### src/rtl/async_rx_pkg.sv
package async_rx_pkg;

  typedef enum logic [2:0] {
    PAR_NONE  = 3'd0,
    PAR_EVEN  = 3'd1,
    PAR_ODD   = 3'd2,
    PAR_ONE   = 3'd3,
    PAR_ZERO  = 3'd4
  } par_mode_e;

  typedef enum logic [2:0] {
    S_IDLE,
    S_START,
    S_DATA,
    S_PAR,
    S_STOP1,
    S_STOP2,
    S_HOLD
  } rx_state_e;

  // Stored entry: flags travel with the character
  typedef struct packed {
    logic       brk;
    logic       frm;
    logic       par;
    logic [7:0] data;
  } rx_char_t;

endpackage

### src/rtl/async_rx_sync.sv
module async_rx_sync #(
  parameter int STAGES = 2
) (
  input  logic clk,
  input  logic rst_n,
  input  logic d,
  output logic q
);

  generate
    if (STAGES <= 1) begin : g_single
      logic r;
      always_ff @(posedge clk or negedge rst_n) begin
        if (!rst_n) r <= 1'b1;
        else        r <= d;
      end
      assign q = r;
    end else begin : g_chain
      logic [STAGES-1:0] r;
      always_ff @(posedge clk or negedge rst_n) begin
        if (!rst_n) r <= '1;
        else        r <= {r[STAGES-2:0], d};
      end
      assign q = r[STAGES-1];
    end
  endgenerate

endmodule

### src/rtl/async_rx_frame.sv
module async_rx_frame
  import async_rx_pkg::*;
#(
  parameter int OVS = 16
) (
  input  logic       clk,
  input  logic       rst_n,
  input  logic       tick,
  input  logic       rx,
  input  logic [1:0] cfg_len,
  input  logic [2:0] cfg_par,
  input  logic       cfg_stop2,
  output logic       push_o,
  output rx_char_t   char_o
);

  localparam int CW    = $clog2(OVS);
  localparam int HALF  = OVS / 2 - 1;
  localparam int FULL  = OVS - 1;
  localparam int SHORT = (OVS * 3) / 4 - 1;

  rx_state_e  st;
  logic [CW-1:0] cnt;
  logic [2:0] bit_idx;
  logic [7:0] shreg;
  logic       par_bit, any_hi, frm_q;
  logic [1:0] len_q;
  par_mode_e  par_q;
  logic       stop2_q;
  logic       push_q;
  rx_char_t   char_q;

  logic       mid_hit, full_hit, stop2_hit, last_data, par_on;
  logic [7:0] data_al;
  logic       ones, par_err, seen_hi, fin_frm, fin_now;

  always_comb begin
    mid_hit   = (cnt == CW'(HALF));
    full_hit  = (cnt == CW'(FULL));
    stop2_hit = (len_q == 2'd0) ? (cnt == CW'(SHORT)) : full_hit;
    last_data = (bit_idx == (3'd4 + {1'b0, len_q}));
    par_on    = (par_q == PAR_EVEN) || (par_q == PAR_ODD) ||
                (par_q == PAR_ONE)  || (par_q == PAR_ZERO);
    data_al   = shreg >> {1'b0, (2'd3 - len_q)};
    ones      = ^data_al;
    case (par_q)
      PAR_EVEN: par_err = (par_bit != ones);
      PAR_ODD:  par_err = (par_bit == ones);
      PAR_ONE:  par_err = !par_bit;
      PAR_ZERO: par_err = par_bit;
      default:  par_err = 1'b0;
    endcase
    seen_hi = any_hi | rx;
    fin_frm = (st == S_STOP2) ? (frm_q | ~rx) : ~rx;
    fin_now = tick && (((st == S_STOP1) && full_hit && !stop2_q) ||
                       ((st == S_STOP2) && stop2_hit));
  end

  always_ff @(posedge clk or negedge rst_n) begin
    if (!rst_n) begin
      st      <= S_IDLE;
      cnt     <= '0;
      bit_idx <= '0;
      shreg   <= '0;
      par_bit <= 1'b0;
      any_hi  <= 1'b0;
      frm_q   <= 1'b0;
      len_q   <= 2'd3;
      par_q   <= PAR_NONE;
      stop2_q <= 1'b0;
      push_q  <= 1'b0;
      char_q  <= '0;
    end else begin
      push_q <= 1'b0;
      if (fin_now) begin
        push_q <= 1'b1;
        cnt    <= '0;
        if (!seen_hi) begin
          char_q <= {1'b1, 1'b1, 1'b0, 8'h00};
          st     <= S_HOLD;
        end else begin
          char_q <= {1'b0, fin_frm, par_err, data_al};
          st     <= S_IDLE;
        end
      end else if (tick) begin
        case (st)
          S_IDLE: begin
            if (!rx) begin
              st      <= S_START;
              cnt     <= '0;
              len_q   <= cfg_len;
              par_q   <= par_mode_e'(cfg_par);
              stop2_q <= cfg_stop2;
              bit_idx <= '0;
              shreg   <= '0;
              any_hi  <= 1'b0;
              frm_q   <= 1'b0;
              par_bit <= 1'b0;
            end
          end
          S_START: begin
            if (mid_hit) begin
              cnt <= '0;
              st  <= rx ? S_IDLE : S_DATA;
            end else begin
              cnt <= cnt + 1'b1;
            end
          end
          S_DATA: begin
            if (full_hit) begin
              cnt    <= '0;
              shreg  <= {rx, shreg[7:1]};
              any_hi <= seen_hi;
              if (last_data) st <= par_on ? S_PAR : S_STOP1;
              else           bit_idx <= bit_idx + 1'b1;
            end else begin
              cnt <= cnt + 1'b1;
            end
          end
          S_PAR: begin
            if (full_hit) begin
              cnt     <= '0;
              par_bit <= rx;
              any_hi  <= seen_hi;
              st      <= S_STOP1;
            end else begin
              cnt <= cnt + 1'b1;
            end
          end
          S_STOP1: begin
            if (full_hit) begin
              cnt    <= '0;
              frm_q  <= ~rx;
              any_hi <= seen_hi;
              st     <= S_STOP2;
            end else begin
              cnt <= cnt + 1'b1;
            end
          end
          S_STOP2: cnt <= cnt + 1'b1;
          S_HOLD:  if (rx) st <= S_IDLE;
          default: st <= S_IDLE;
        endcase
      end
    end
  end

  assign push_o = push_q;
  assign char_o = char_q;

  // receiver state advances only on oversampling ticks
  a_r2_state_on_tick: assert property (@(posedge clk) disable iff (!rst_n)
    (st != $past(st)) |-> $past(tick));

  // a high mid-start sample returns to idle with no store
  a_r3_false_start: assert property (@(posedge clk) disable iff (!rst_n)
    (tick && st == S_START && mid_hit && rx) |=> (st == S_IDLE && !push_o));

  // break entry is zero, framed, and parks the receiver
  a_r6_break_char: assert property (@(posedge clk) disable iff (!rst_n)
    (push_o && char_o.brk) |-> (char_o.data == 8'h00 && char_o.frm && st == S_HOLD));

  // bits above the captured length are clear
  a_r1_upper_zero: assert property (@(posedge clk) disable iff (!rst_n)
    (push_o && !char_o.brk) |-> ((char_o.data >> (4'd5 + {2'b00, len_q})) == 8'h00));

endmodule

### src/rtl/async_rx_fifo.sv
module async_rx_fifo #(
  parameter int DEPTH = 16,
  parameter int W     = 11
) (
  input  logic                       clk,
  input  logic                       rst_n,
  input  logic                       push,
  input  logic [W-1:0]               din,
  input  logic                       pop,
  output logic [W-1:0]               dout,
  output logic                       valid,
  output logic [$clog2(DEPTH+1)-1:0] fill,
  output logic                       ovr
);

  localparam int AW = (DEPTH > 1) ? $clog2(DEPTH) : 1;
  localparam int CW = $clog2(DEPTH + 1);

  logic [W-1:0]  mem [DEPTH];
  logic [AW-1:0] wr_ptr, rd_ptr;
  logic [CW-1:0] count;
  logic          full, push_ok, pop_ok, ovr_q;

  assign full    = (count == CW'(DEPTH));
  assign push_ok = push && !full;
  assign pop_ok  = pop && (count != '0);

  function automatic logic [AW-1:0] nxt(input logic [AW-1:0] p);
    return (p == AW'(DEPTH - 1)) ? '0 : p + 1'b1;
  endfunction

  always_ff @(posedge clk) begin
    if (push_ok) mem[wr_ptr] <= din;
  end

  always_ff @(posedge clk or negedge rst_n) begin
    if (!rst_n) begin
      wr_ptr <= '0;
      rd_ptr <= '0;
      count  <= '0;
      ovr_q  <= 1'b0;
    end else begin
      ovr_q <= push && full;
      if (push_ok) wr_ptr <= nxt(wr_ptr);
      if (pop_ok)  rd_ptr <= nxt(rd_ptr);
      case ({push_ok, pop_ok})
        2'b10:   count <= count + 1'b1;
        2'b01:   count <= count - 1'b1;
        default: count <= count;
      endcase
    end
  end

  assign dout  = mem[rd_ptr];
  assign valid = (count != '0);
  assign fill  = count;
  assign ovr   = ovr_q;

  // occupancy never exceeds the depth
  a_r9_fill_bound: assert property (@(posedge clk) disable iff (!rst_n)
    count <= CW'(DEPTH));

  // lone pop lowers the fill level by one
  a_r9_pop_dec: assert property (@(posedge clk) disable iff (!rst_n)
    (pop && valid && !push) |=> (count == $past(count) - 1'b1));

  // head holds under back-pressure
  a_r8_hold: assert property (@(posedge clk) disable iff (!rst_n)
    (valid && !pop) |=> (valid && $stable(dout)));

  // dropped character leaves the FIFO full and raises the pulse
  a_r7_drop_keeps: assert property (@(posedge clk) disable iff (!rst_n)
    (push && full && !pop) |=> (full && ovr));

endmodule

### src/rtl/async_rx.sv
module async_rx
  import async_rx_pkg::*;
#(
  parameter int DEPTH       = 16,
  parameter int OVS         = 16,
  parameter int SYNC_STAGES = 2
) (
  input  logic                       clk,
  input  logic                       rst_n,
  input  logic                       os_tick,
  input  logic                       rxd,
  input  logic [1:0]                 cfg_len,
  input  logic [2:0]                 cfg_parity,
  input  logic                       cfg_two_stop,
  output logic                       out_valid,
  input  logic                       out_ready,
  output logic [7:0]                 out_data,
  output logic                       out_par_err,
  output logic                       out_frm_err,
  output logic                       out_brk,
  output logic [$clog2(DEPTH+1)-1:0] fill_level,
  output logic                       overrun
);

  localparam int EW = $bits(rx_char_t);

  logic     rx_s;
  logic     push;
  rx_char_t char_in;
  rx_char_t head;
  logic [EW-1:0] head_bits;

  async_rx_sync #(.STAGES(SYNC_STAGES)) u_sync (
    .clk   (clk),
    .rst_n (rst_n),
    .d     (rxd),
    .q     (rx_s)
  );

  async_rx_frame #(.OVS(OVS)) u_frame (
    .clk       (clk),
    .rst_n     (rst_n),
    .tick      (os_tick),
    .rx        (rx_s),
    .cfg_len   (cfg_len),
    .cfg_par   (cfg_parity),
    .cfg_stop2 (cfg_two_stop),
    .push_o    (push),
    .char_o    (char_in)
  );

  async_rx_fifo #(.DEPTH(DEPTH), .W(EW)) u_fifo (
    .clk   (clk),
    .rst_n (rst_n),
    .push  (push),
    .din   (char_in),
    .pop   (out_ready),
    .dout  (head_bits),
    .valid (out_valid),
    .fill  (fill_level),
    .ovr   (overrun)
  );

  assign head        = rx_char_t'(head_bits);
  assign out_data    = head.data;
  assign out_par_err = head.par;
  assign out_frm_err = head.frm;
  assign out_brk     = head.brk;

endmodule

### config.mk
export PLATFORM = sky130hd
export DESIGN_NAME = async_rx
export DESIGN_NICKNAME = d
export VERILOG_FILES = /design/src/rtl/async_rx_pkg.sv /design/src/rtl/async_rx_sync.sv /design/src/rtl/async_rx_frame.sv /design/src/rtl/async_rx_fifo.sv /design/src/rtl/async_rx.sv
export SDC_FILE = /design/constraint.sdc
export NUM_CORES = 1
export LEC_CHECK = 0
export CORE_UTILIZATION = 61
export DETAILED_ROUTE_END_ITERATION = 10
export GPL_ROUTABILITY_DRIVEN = 0
export PLACE_DENSITY = 0.79
export SLEW_MARGIN = 20
export SYNTH_ARGS = -nofsm -noshare
export SYNTH_HDL_FRONTEND = slang
export SYNTH_HIERARCHICAL = 1
export SYNTH_SLANG_ARGS = --single-unit
### constraint.sdc
create_clock -name clk -period 3.57 [get_ports clk]
set_input_delay 0.714 -clock clk [delete_from_list [all_inputs] [get_ports clk]]
set_output_delay 0.714 -clock clk [all_outputs]
set_load 0.01 [all_outputs]
==> flow_summary.toml, run 1 <==
[cells_and_area]
layout-drive-gt1-share = 0.210
final.fill_count = 1045
fin_nets = 731
finalInstanceArea_um2 = 11400
n_antenna_cell = 0
instances_no_fill = 939
area_growth_syn_to_layout_pct = 13.5

[worst_setup_path]
cp_data_required_time_ns = 2.86
cpMaxStageDelayCell = "sky130_fd_sc_hd__clkdlybuf4s50_1"
cp_slowest_stage_delay_ns = 0.50
critical_path.n_buffers_inverters = 2
timing_worst_setup_path_type = "reg -> out"
critical_path.startpoint_type = "flop"
cp_data_arrival_time_ns = 2.75
timing.critical_path.to_type = "output port"
crit_fanout = 27
cpLargestDelayFamily = "buffers and inverters"
timing.critical_path.cells = "buf_12 -> mux2_2 -> o221ai_2 -> o21ai_1 -> a221o_1 -> clkdlybuf4s50_1"

[floorplan]
placementRows = 46
initial_core_util = 0.629
design.portCount = 29
fp.dieArea_um2 = 17000
die_y_um = 131
die_w_um = 131
core_area_um2 = 16000

[pwr]
net-switching-power_uw = 2440
comb_power_share = 0.283
sequentialPowerShare = 0.425
vdd_ir_drop_max_mv = 0.545
power_report.internal_total_uw = 5620
p_sw_frac = 0.302
power_density_nw_per_um2 = 705
clockPowerShare = 0.292
p_leak_uw = 0.00419

[route]
drt_wl_total_um = 20500
dr.pass1.iters = 5
detailroute.via_count = 5882
dr.first_iter.drc_count = 469
route.antenna.remaining_nets = 0
vias_per_cell = 6.26
drcViolationCount = 0
post_drt_wl_per_cell_um = 21.8

[yosys]
synth_commonest_cells = "sky130_fd_sc_hd__edfxtp_1 (176), sky130_fd_sc_hd__nand2_1 (57), sky130_fd_sc_hd__dfrtp_1 (51)"
syn_area_per_cell_um2 = 15.2
synth_top_cell_area_share = 0.525
syn_inst = 662
synth.cell_area_um2 = 10100
ys_top_cells_by_area = "sky130_fd_sc_hd__edfxtp_1 (52%), sky130_fd_sc_hd__dfrtp_1 (13%), sky130_fd_sc_hd__mux4_2 (7.8%), sky130_fd_sc_hd__mux2_2 (3.0%), sky130_fd_sc_hd__nand2_1 (2.1%)"
synthArstFlopShare = 0.238
synth.yosys.seq_area_share = 0.662
yosys.cell_types.count = 59
total_nets_after_synthesis = 685
cell_type_with_the_highest_aggregate_area_in_the_netlist = "sky130_fd_sc_hd__edfxtp_1"
number_of_register_bits_inferred_by_synthesis = 231
synthMostInstantiatedCell = "sky130_fd_sc_hd__edfxtp_1"
synth-edff-count = 176
yosysWarningCount = 6
ys.flop_type = "sky130_fd_sc_hd__edfxtp_1"

[cts]
clkSinkCount = 231
cts_buffer_depth = 3
tritoncts_clock_tree = "built"
cts_inserted_buffers = 23
max_h_tree_level = 1
post_cts_hold_buffer_count = 0
clk-insertion-delay-late_ns = 0.49
path_clk_slew_ns = 0.06
cts_root_buffer = "sky130_fd_sc_hd__clkbuf_16"

[timing]
final_cycle_share = 0.971
timing.final.setup_violations = 0
timing_worst_slew_pin_value_ns = 0.600
whs_ns = 0.231
grt_setup_unrepaired = "no"
maxSlewViolCount = 0
max_clock_freq_ghz = 0.288
maxSlewHeadroom = 0.600
timing.setup.tns_ns = 0
final_hold_viol_count = 0
min_period_ns = 3.47
clock_skew_ns = 0.00771

[global_routing]
antenna_found_initial = 0
grt_max_degree = 49
grt_pass1_wl_um = 32100
first_global_vias = 5961
grt_residual_overflow = 0
track_usage = 0.257

[placed_design]
detailed_place_hpwl_um = 13000
placement.io_buffers = 28
place_inst = 896
placed_area_um2 = 10600

[worst_hold_path]
worstHoldPathType = "in -> async"

[run]
cap_violations = 0

[run_status]
run_status = "finished, final reports clean"
cell type report:
class,instances,area [µm²],area share
clock inverter,12,81.3,0.00712
inverter,30,113,0.00985
clock buffer,28,668,0.0585
sequential,231,6670,0.583
timing repair buffer,61,566,0.0495
multi-input combinational,361,3060,0.268
tap,216,270,0.0236
flip-flops by register name (all words and copies together), names as in the netlist:
name / count
u_frame/frm_q: 1
u_fifo/mem: 176
u_frame/any_hi: 1
u_frame/stop2_q: 1
u_fifo/wr_ptr: 4
u_frame/len_q: 2
u_frame/shreg: 8
u_frame/st: 3
u_frame/cnt: 4
u_fifo/fill: 5
u_sync/g_chain.r: 2
u_frame/par_q: 3
u_fifo/rd_ptr: 4
u_frame/push_o: 1
u_fifo/ovr: 1
u_frame/par_bit: 1
u_frame/bit_idx: 3
u_frame/char_o: 11
power by group through the flow:
stage	Sequential [µW]	Clock, µW	Combinational, µW
6_report	3430	2350	2280
5_1_grt	3470	2500	2470
4_1_cts	3420	2380	2290
3_5_place_dp	3500	0	2210
3_3_place_gp	3470	0	2150
2_1_floorplan	3280	0	1750
worst reg2reg max path, stage by stage (launching register included):
cell	delay (ns)
sky130_fd_sc_hd__dfrtp_1	0.44
sky130_fd_sc_hd__nor4_2	0.46
sky130_fd_sc_hd__nand2_1	0.09
sky130_fd_sc_hd__and2_1	0.25
sky130_fd_sc_hd__inv_1	0.15
sky130_fd_sc_hd__ha_1	0.26
sky130_fd_sc_hd__inv_1	0.11
sky130_fd_sc_hd__fa_1	0.42
sky130_fd_sc_hd__nor2b_1	0.14
sky130_fd_sc_hd__o21ai_0	0.13
sky130_fd_sc_hd__nand3_1	0.11
sky130_fd_sc_hd__or3b_1	0.36
sky130_fd_sc_hd__xnor2_1	0.13
through the flow:
step | power [µW] | setup slack (ns) | utilization
floorplan | 5020 | 0.767 | -
global placement | 5620 | 0.502 | 0.665
detailed placement | 5700 | 0.400 | 0.665
CTS | 8090 | 0.0000226 | 0.714
global route | 8440 | 0.00343 | 0.714
finish | 8060 | 0.102 | 0.714
worst paths after layout:
| kind | startpoint | slack, ns | to | depth (start not counted) |
|---|---|---|---|---|
| min | rst_n | 0.23 | u_frame/par_q[1] | 1 |
| max reg2reg | u_fifo/fill[1] | 0.40 | u_fifo/fill[4] | 12 |
| min in group clk | u_sync/g_chain.r[0] | 0.36 | u_sync/g_chain.r[1] | 0 |
| max | u_fifo/rd_ptr[1] | 0.10 | out_frm_err | 6 |
| min reg2reg | u_sync/g_chain.r[0] | 0.36 | u_sync/g_chain.r[1] | 0 |
| max in group asynchronous | rst_n | 2.74 | u_fifo/rd_ptr[0] | 2 |
layer usage:
metal | up-vias | part of all wire | GRT usage
met3 | 28 | 0.074 | 0.0529
met5 | - | 0 | 0
met4 | 0 | 0.017 | 0.0852
met2 | 249 | 0.51 | 0.432
li1 | 2603 | - | -
met1 | 3002 | 0.40 | 0.338
logic make-up after synthesis:
family          after synthesis  synth area share
flops                       231             0.662
xor+xnor                     16            0.0160
compound gates              111            0.0780
mux                          72             0.122
simple gates                150            0.0714
fa+ha+maj                    12            0.0157
buf+inv                      70            0.0347
timing repair:
action                                  in CTS  in global routing
setup buffers                                3                  0
resized for setup                            0                  2
hold endpoints to repair                     0                  0
endpoints found under the setup margin       1                  2
cell usage in the layout, fill, tap and decap left out, types with 2 or more instances in the layout:
cell / count
sky130_fd_sc_hd__a21o_1: 4
sky130_fd_sc_hd__a21oi_1: 13
sky130_fd_sc_hd__a221o_1: 12
sky130_fd_sc_hd__a31oi_1: 5
sky130_fd_sc_hd__and3_1: 5
sky130_fd_sc_hd__and4b_1: 2
sky130_fd_sc_hd__buf_12: 3
sky130_fd_sc_hd__buf_4: 31
sky130_fd_sc_hd__clkbuf_16: 26
sky130_fd_sc_hd__clkdlybuf4s50_1: 26
sky130_fd_sc_hd__clkinv_1: 9
sky130_fd_sc_hd__clkinv_2: 5
sky130_fd_sc_hd__dfrtp_1: 49
sky130_fd_sc_hd__dfrtp_2: 2
sky130_fd_sc_hd__dfstp_2: 4
sky130_fd_sc_hd__edfxtp_1: 176
sky130_fd_sc_hd__ha_1: 11
sky130_fd_sc_hd__inv_1: 26
sky130_fd_sc_hd__mux2_1: 2
sky130_fd_sc_hd__mux2_2: 27
sky130_fd_sc_hd__mux2i_1: 5
sky130_fd_sc_hd__mux4_1: 2
sky130_fd_sc_hd__mux4_2: 35
sky130_fd_sc_hd__nand2_1: 57
sky130_fd_sc_hd__nand2b_1: 7
sky130_fd_sc_hd__nand3_1: 15
sky130_fd_sc_hd__nand4_1: 3
sky130_fd_sc_hd__nor2_1: 32
sky130_fd_sc_hd__nor2b_1: 13
sky130_fd_sc_hd__nor3_1: 7
sky130_fd_sc_hd__o21a_1: 2
sky130_fd_sc_hd__o21ai_0: 36
sky130_fd_sc_hd__o21ai_1: 12
sky130_fd_sc_hd__o221ai_2: 11
sky130_fd_sc_hd__o22ai_1: 2
sky130_fd_sc_hd__o31ai_1: 4
sky130_fd_sc_hd__o41ai_1: 2
sky130_fd_sc_hd__xnor2_1: 10
sky130_fd_sc_hd__xor2_1: 4
Power figures use the tool's default switching activity.
==> inputs of run 2 (changes only) <==
--- a/config.mk
+++ b/config.mk
@@ -5,10 +5,11 @@
 export SDC_FILE = /design/constraint.sdc
 export NUM_CORES = 1
 export LEC_CHECK = 0
-export CORE_UTILIZATION = 61
+export CAP_MARGIN = 20
+export CORE_MARGIN = 4
+export CORE_UTILIZATION = 40
 export DETAILED_ROUTE_END_ITERATION = 10
 export GPL_ROUTABILITY_DRIVEN = 0
-export PLACE_DENSITY = 0.79
 export SLEW_MARGIN = 20
 export SYNTH_ARGS = -nofsm -noshare
 export SYNTH_HDL_FRONTEND = slang
==> run 2 against run 1 <==
  * Via count down 5.4%
  * Clock skew grew 0.0080 ns
  * Final cell count up 12%
  * Core utilization decreased by 24 points
  * Combinational power hardly changed
  * Critical path type unchanged
  * Largest power group unchanged
==> flow_summary.toml, run 2 (same netlist as run 1, synthesis figures left out) <==
[global_routing]
first_global_vias = 5802
track_usage = 0.148
antenna_found_initial = 0
grt_pass1_wl_um = 32900
grt_max_degree = 29
grt_residual_overflow = 0

[cells_and_area]
n_antenna_cell = 0
fin_nets = 732
instances_no_fill = 1049
most_common_cell_after_layout_fill_and_taps_aside = "sky130_fd_sc_hd__edfxtp_1"
area_growth_syn_to_layout_pct = 15.3
largest_register = "u_fifo/mem"
layout-drive-gt1-share = 0.210
finalInstanceArea_um2 = 11600
mostFrequentLayoutCells = "sky130_fd_sc_hd__edfxtp_1 (176), sky130_fd_sc_hd__nand2_1 (57), sky130_fd_sc_hd__dfrtp_1 (49), sky130_fd_sc_hd__o21ai_0 (36), sky130_fd_sc_hd__mux4_2 (35)"
flip_flop_count_of_the_largest_register_all_copies_and_words_added = 176

[timing]
min_period_ns = 3.43
final_cycle_share = 0.960
max_clock_freq_ghz = 0.292
maxSlewHeadroom = 0.556
whs_ns = 0.217
timing.setup.tns_ns = 0
timing_worst_slew_pin_value_ns = 0.666
final_hold_viol_count = 0
timing.final.setup_violations = 0
grt_setup_unrepaired = "no"
maxSlewViolCount = 0
clock_skew_ns = 0.0157

[floorplan]
core_area_um2 = 24500
fp.dieArea_um2 = 27800
die_y_um = 167
placementRows = 57
die_w_um = 167
initial_core_util = 0.411
design.portCount = 29

[pwr]
p_leak_uw = 0.00419
power_density_nw_per_um2 = 706
vdd_ir_drop_max_mv = 0.533
design_power_total_uw = 8200

[route]
dr.first_iter.drc_count = 409
vias_per_cell = 5.30
detailroute.via_count = 5563
drcViolationCount = 0
dr.pass1.iters = 5
route.antenna.remaining_nets = 0
drt_wl_total_um = 20500
post_drt_wl_per_cell_um = 19.6

[cts]
clk-insertion-delay-late_ns = 0.53
tritoncts_clock_tree = "built"
path_clk_slew_ns = 0.06
max_h_tree_level = 1
cts_buffer_depth = 3
cts_root_buffer = "sky130_fd_sc_hd__clkbuf_16"
clkSinkCount = 231
cts_inserted_buffers = 25

[worst_setup_path]
crit_fanout = 24
timing.critical_path.to_type = "output port"
critical_path.startpoint_type = "flop"
timing_worst_setup_path_type = "reg -> out"
cp_data_arrival_time_ns = 2.71
cp_data_required_time_ns = 2.86

[placed_design]
detailed_place_hpwl_um = 13700
place_inst = 1004
placement.io_buffers = 28
placed_area_um2 = 10800

[worst_hold_path]
worstHoldPathType = "in -> async"

[run]
cap_violations = 0

[run_status]
run_status = "finished, final reports clean"
-- run 2: cell types whose count changed in the layout (fill, tap and decap cells not counted), moves of 2 or more --
cell | before | now
sky130_fd_sc_hd__clkinv_2 | 5 | 2
sky130_fd_sc_hd__buf_4 | 31 | 28
sky130_fd_sc_hd__clkbuf_1 | 1 | 3
sky130_fd_sc_hd__buf_6 | 0 | 2
-- run 2: layer usage --
layer  track usage  part of all wire  vias up
met3        0.0201             0.043       32
met4        0.0377             0.021        0
met1         0.194              0.42     2814
li1              -                 -     2606
met5             0                 0        -
met2         0.263              0.51      111
-- run 2: worst paths after layout --
kind | from | end | slack (ns) | cells after the start
min reg2reg | u_sync/g_chain.r[0] | u_sync/g_chain.r[1] | 0.36 | 0
max | u_fifo/rd_ptr[0] | out_data[4] | 0.14 | 6
min | rst_n | u_frame/bit_idx[1] | 0.22 | 1
min in group clk | u_sync/g_chain.r[0] | u_sync/g_chain.r[1] | 0.36 | 0
max in group asynchronous | rst_n | u_frame/len_q[1] | 2.49 | 2
max reg2reg | u_fifo/fill[1] | u_fifo/fill[4] | 0.52 | 12
-- run 2: per-stage QoR --
stage	utilization	setup slack (ns)
after floorplan	-	0.767
after global placement	0.439	0.516
after detailed placement	0.439	0.446
after CTS	0.472	0.0236
after global routing	0.474	0.0196
final	0.474	0.143
-- run 2: timing repair --
item / in CTS / in global routing
endpoints found under the setup margin: 0 / 5
hold buffers: 0 / 0
setup buffers: 0 / 2
resized for setup: 0 / 3
-- run 2: critical path, stage by stage, from the launching register on --
cell and delay, ns:
sky130_fd_sc_hd__dfrtp_2 0.40, sky130_fd_sc_hd__buf_12 0.24, sky130_fd_sc_hd__mux4_2 0.54, sky130_fd_sc_hd__inv_1 0.07, sky130_fd_sc_hd__o21ai_1 0.06, sky130_fd_sc_hd__a221o_1 0.40, sky130_fd_sc_hd__clkdlybuf4s50_1 0.49
-- run 2: final cells by class --
type | instances | area (µm²)
repair buffers | 60 | 548
well taps | 324 | 405
multi-input cells | 361 | 3060
fillers | 2138 | 12900
clock inverters | 13 | 133
clock buffers | 30 | 687
flip-flops and latches | 231 | 6670
inverters | 30 | 113
-- run 2: power breakdown --
part	internal (µW)	leakage, µW	switching, µW
clock	1520	0.000394	1020
sequential	3080	0.00242	332
combinational	1140	0.00138	1110
total	5740	0.00419	2460
